`src/rtl/wdg_pkg.sv`:
```
package wdg_pkg;
    localparam int CNT_W = 8;
    localparam int DIV_W = 4;
    localparam int SEL_BIT = CNT_W - 1;
    localparam int POL_BIT = CNT_W - 2;

    typedef struct packed {
        logic pol_fix;
        logic sel_init;
        logic auto_run;
        logic osc_only;
    } wdg_cfg_t;

    typedef struct packed {
        logic             sel;
        logic             pol;
        logic [CNT_W-3:0] hi_top;
    } wdg_status_t;

    function automatic wdg_status_t make_status(logic sel, logic pol, logic [CNT_W-1:0] hi);
        wdg_status_t s;
        s.sel    = sel;
        s.pol    = pol;
        s.hi_top = hi[CNT_W-1:2];
        return s;
    endfunction
endpackage

```
`src/rtl/wdg_prescaler.sv`:
```
module wdg_prescaler #(
    parameter int DIV_W = wdg_pkg::DIV_W
) (
    input  logic clk,
    input  logic rst,
    input  logic src_tick,
    output logic tick
);
    logic [DIV_W-1:0] div_q;

    assign tick = src_tick && (div_q == {DIV_W{1'b1}});

    always_ff @(posedge clk) begin
        if (rst)           div_q <= '0;
        else if (src_tick) div_q <= div_q + 1'b1;
    end

    // A prescaled pulse needs a full divider period before the next one.
    p_tick_gap_r9: assert property (@(posedge clk) disable iff (rst)
        tick |=> !tick);
endmodule

```
`src/rtl/wdg_stage.sv`:
```
module wdg_stage #(
    parameter int W = wdg_pkg::CNT_W
) (
    input  logic         clk,
    input  logic         rst,
    input  logic         load,
    input  logic         en,
    output logic [W-1:0] cnt,
    output logic         wrap
);
    assign wrap = en && !load && (cnt == '0);

    always_ff @(posedge clk) begin
        if (rst || load) cnt <= '1;
        else if (en)     cnt <= cnt - 1'b1;
    end

    p_load_r3: assert property (@(posedge clk) disable iff (rst)
        load |=> (cnt == {W{1'b1}}));
    p_step_r5: assert property (@(posedge clk) disable iff (rst)
        (en && !load && cnt != '0) |=> (cnt == $past(cnt) - 1'b1));
    p_hold_r1: assert property (@(posedge clk) disable iff (rst)
        (!en && !load) |=> $stable(cnt));
endmodule

```
`src/rtl/wdg_ctrl.sv`:
```
module wdg_ctrl
    import wdg_pkg::*;
(
    input  logic             clk,
    input  logic             rst,
    input  logic             cfg_on,
    input  wdg_cfg_t         cfg,
    input  logic             wr,
    input  logic [CNT_W-1:0] wdata,
    output logic             sel,
    output logic             pol_eff,
    output logic             run
);
    logic b6_q;
    logic lock_q;

    assign pol_eff = cfg_on ? cfg.pol_fix : b6_q;

    always_ff @(posedge clk) begin
        if (rst) begin
            sel    <= cfg_on && cfg.sel_init;
            run    <= cfg_on && cfg.auto_run;
            b6_q   <= 1'b0;
            lock_q <= 1'b0;
        end else if (wr) begin
            sel    <= wdata[SEL_BIT];
            run    <= 1'b1;
            lock_q <= 1'b1;
            if (!lock_q) b6_q <= wdata[POL_BIT];
        end
    end

    p_once_r4: assert property (@(posedge clk) disable iff (rst)
        lock_q |=> $stable(b6_q));
    p_start_r3: assert property (@(posedge clk) disable iff (rst)
        wr |=> run);
endmodule

```
`src/rtl/cascade_wdog.sv`:
```
module cascade_wdog
    import wdg_pkg::*;
(
    input  logic             clk,
    input  logic             rst,
    input  logic             cfg_apply_n,
    input  logic [3:0]       cfg_word,
    input  logic             osc_tick,
    input  logic             bus_wr,
    input  logic [CNT_W-1:0] bus_wdata,
    output logic [CNT_W-1:0] rd_data,
    input  logic             stop_req,
    output logic             stop_grant,
    output logic             wdt_reset
);
    wdg_cfg_t         cfg;
    logic             cfg_on;
    logic             src_tick, pre_tick;
    logic             sel, pol_eff, run;
    logic             lo_en, hi_en, lo_wrap, hi_wrap;
    logic [CNT_W-1:0] lo_cnt, hi_cnt;
    wdg_status_t      status;

    assign cfg      = wdg_cfg_t'(cfg_word);
    assign cfg_on   = !cfg_apply_n;
    assign src_tick = (cfg_on && cfg.osc_only) ? osc_tick : 1'b1;

    wdg_prescaler #(.DIV_W(DIV_W)) i_pre (
        .clk(clk), .rst(rst), .src_tick(src_tick), .tick(pre_tick));

    wdg_ctrl i_ctrl (
        .clk(clk), .rst(rst), .cfg_on(cfg_on), .cfg(cfg), .wr(bus_wr),
        .wdata(bus_wdata), .sel(sel), .pol_eff(pol_eff), .run(run));

    assign lo_en = run && pre_tick;
    assign hi_en = run && (sel ? pre_tick : lo_wrap);

    wdg_stage #(.W(CNT_W)) i_lo (
        .clk(clk), .rst(rst), .load(bus_wr), .en(lo_en), .cnt(lo_cnt), .wrap(lo_wrap));
    wdg_stage #(.W(CNT_W)) i_hi (
        .clk(clk), .rst(rst), .load(bus_wr), .en(hi_en), .cnt(hi_cnt), .wrap(hi_wrap));

    assign status  = make_status(sel, pol_eff, hi_cnt);
    assign rd_data = status;

    wire unused_lo = ^lo_cnt;

    always_ff @(posedge clk) begin
        if (rst) begin
            wdt_reset  <= 1'b0;
            stop_grant <= 1'b0;
        end else begin
            wdt_reset  <= hi_wrap || (stop_req && pol_eff);
            stop_grant <= stop_req && !pol_eff;
        end
    end

    p_wrap_reset_r6: assert property (@(posedge clk) disable iff (rst)
        hi_wrap |=> wdt_reset);
    p_grant_r7: assert property (@(posedge clk) disable iff (rst)
        stop_grant |-> ($past(stop_req) && !$past(pol_eff)));
    p_stop_reset_r7: assert property (@(posedge clk) disable iff (rst)
        (stop_req && pol_eff) |=> (wdt_reset && !stop_grant));
endmodule

```
`config.mk`:
```
export PLATFORM = sky130hd
export DESIGN_NAME = cascade_wdog
export DESIGN_NICKNAME = d
export VERILOG_FILES = /design/src/rtl/wdg_pkg.sv /design/src/rtl/wdg_prescaler.sv /design/src/rtl/wdg_stage.sv /design/src/rtl/wdg_ctrl.sv /design/src/rtl/cascade_wdog.sv
export SDC_FILE = /design/constraint.sdc
export NUM_CORES = 1
export LEC_CHECK = 0
export BUFFER_PORTS_ARGS = -buffer_cell sky130_fd_sc_hd__buf_4
export CAP_MARGIN = 30
export CORE_MARGIN = 8
export CORE_UTILIZATION = 56
export DETAILED_ROUTE_END_ITERATION = 7
export PLACE_DENSITY = 0.82
export SYNTH_ARGS = -nofsm -noshare
export SYNTH_HDL_FRONTEND = slang
export SYNTH_SLANG_ARGS = --single-unit
```
`constraint.sdc`:
```
create_clock -name clk -period 3.6 [get_ports clk]
set_clock_uncertainty 0.1 [all_clocks]
set_input_delay 0.72 -clock clk [delete_from_list [all_inputs] [get_ports clk]]
set_output_delay 0.72 -clock clk [all_outputs]
set_load 0.02 [all_outputs]
```
==> impl_metrics.tcl <==
set metrics [dict create \
    start_util 0.5814 \
    hold_buffers 0 \
    synth_flop_cell "dfxtp_1" \
    synth-seq-area-share 0.4244 \
    arrival_ns 2.37 \
    fin_util 0.6505 \
    syn_to_final_growth_pct 11.89 \
    setup_violations 0 \
    cts.sinks 26 \
    dr.pass1.iters 4 \
    finalHoldViolations 0 \
    post_cts_buffers 0 \
    holdPathStages 2 \
    grt_max_degree 19 \
    required_ns 3.77 \
    placed_cell_area_um2 1389 \
    globalRouteTotalUtil 0.1356 \
    htree_levels 1 \
    criticalPathCategory "flip-flop to flip-flop" \
    rrSetupSlack_ns 1.41 \
    dp_hpwl_um 1990 \
    rr_endpoint "wdt_reset" \
    clock.fmax_mhz 456.3 \
    cts_buffers 3 \
    synth.avg_cell_area_um2 8.845 \
    ys_warn_count 0 \
    hold_class "flip-flop to flip-flop" \
    io_buffers 21 \
    cts_tree "built" \
    netlist_area_um2 1274 \
    setup_tns_ns 0 \
    hold_end "i_lo.cnt[1]" \
    status "finished, final reports clean" \
    dieArea_um2 4056 \
    finalCritPeriodShare 0.6088 \
    postLayoutCellArea_um2 1425 \
    syn_nets 166 \
    drive_above_1_share 0.1987 \
    synth_seq_cells 26 \
    finalNetCount 179 \
    clkTransAtPathRegs_ns 0.14 \
    tightestPinTransition_ns 0.5882 \
    yosys.area.top_type "dfxtp_1" \
    wl_per_cell_um 14.44 \
    start_kind "flip-flop" \
    vdd_drop_max_v 0.0003303 \
    first_global_vias 1065 \
    end_kind "flip-flop" \
    r2r_start "i_hi.cnt[0]" \
    die_h_um 63.69 \
    path_cells "inv_1, ha_1, or4b_1, or4_1, or4_1, nand2_1" \
    worstSetupStartpoint "i_hi.cnt[0]" \
    relSlewSlack 0.6079 \
    clock_latency_ns 0.32 \
    r2r_cells 6 \
    vias 1075 \
    ys_types 35 \
    drv_slew 0 \
    dieWidth_um 63.69 \
    path_common_cell "or4_1" \
    grt_antenna_before_repair 0 \
    cpMaxStageDelayCell "or4b_1" \
    vias_per_cell 5.842 \
    drc 0 \
    rows 17 \
    cts_max_path_buffers 2 \
    grt_setup_unrepaired "no" \
    overflow 0 \
    synth_top_cells_by_area "dfxtp_1, o21ai_0, buf_4" \
    synth_top_area_share 0.3772 \
    min-delay-start "i_lo.cnt[1]" \
    critPathMaxFanout 5 \
    syn_inst 144 \
    power_density_nw_per_um2 350.6 \
    cap_violations 0 \
    leakage_nw 0.5979 \
    yosysMostFrequentCell "dfxtp_1" \
    num_antenna_cells 0 \
    ctsResizeCount 0 \
    routed_wirelength_um 2657 \
    critPathMaxStageDelay_ns 0.48 \
    grt_pass1_wl_um 4616 \
    pin_count 28 \
    fin_crit_ns 2.192 \
    core_area_um2 2191 \
    synth_edf_count 2 \
    ys_top_cells_by_count "dfxtp_1, o21ai_0, nor2_1" \
    async_reset_ff_frac 0 \
    clockRootBuffer "clkbuf_4" \
    drt-initial-drc-count 34 \
    globalplace.congestion 0.7922 \
    ant_nets 0 \
]
==> placed cells by master (no fill, tap or decap), types with 3 or more instances in the layout <==
cell type   n
nand2_1     9
xor2_1      5
inv_1       7
clkbuf_4    3
or4_1       3
and4_1      6
a31oi_1     6
buf_4      22
o21ai_0    13
dfxtp_1    24
a21oi_1     3
nand4_1     3
ha_1        4
nor2_1     12
nand3_1     6
==> how the worst max path moves through the flow <==
stage | cells past startpoint | slack [ns] | end
finish | 6 | 1.41 | wdt_reset
global route | 6 | 1.33 | wdt_reset
CTS | 6 | 1.41 | wdt_reset
detailed placement | 5 | 1.17 | i_hi.cnt[5]
global placement | 7 | 1.21 | wdt_reset
floorplan | 7 | 1.35 | i_hi.cnt[2]
==> layout make-up <==
cell class	count	area, um2
repair buffers	22	165.2
inverters	7	26.28
flip-flops and latches	26	540.5
fillers	196	765.7
clock buffers	4	36.28
well taps	28	35.03
multi-input cells	97	621.8
==> report_power, final <==
part | internal (mW) | switching (mW)
combinational | 0.0239 | 0.0248
sequential | 0.300 | 0.00586
clock | 0.0618 | 0.0831
==> per-stage QoR <==
step	hold slack [ns]	total power, mW	setup WS, ns	instances
2_1_floorplan	0.3386	0.3422	1.355	144
3_3_place_gp	0.3514	0.3584	1.213	180
3_5_place_dp	0.3988	0.3614	1.170	180
4_1_cts	0.4174	0.5038	1.412	184
5_1_grt	0.4466	0.5188	1.332	184
6_report	0.4112	0.4997	1.408	184
==> sequential cells by signal, summed over array words and instances (netlist names) <==
register       cells
i_ctrl.run         1
stop_grant         1
i_ctrl.b6_q        1
i_ctrl.sel         1
i_ctrl.lock_q      1
wdt_reset          1
i_hi.cnt           8
i_lo.cnt           8
i_pre.div_q        4
==> per-layer routing <==
layer	GRT usage	up-vias	wire [um]
li1	-	536	-
met1	0.1440	516	1139
met2	0.2471	17	1389
met3	0.04594	6	97
met4	0.03621	0	30
met5	0	-	0
==> worst max-delay path: cells and delay by family (launching register included) <==
kind / cells / cell delay [ns]
simple gates: 4 / 1.40
fa+ha+maj: 1 / 0.20
flops: 1 / 0.37
buf+inv: 1 / 0.08
==> cells by family after synthesis <==
kind of cell    share of synthesized area
simple gates                       0.2711
flops                              0.4244
fa+ha+maj                         0.03929
xor+xnor                          0.04813
mux                               0.02554
compound gates                     0.1041
buf+inv                           0.08743
Power figures use the tool's default switching activity.
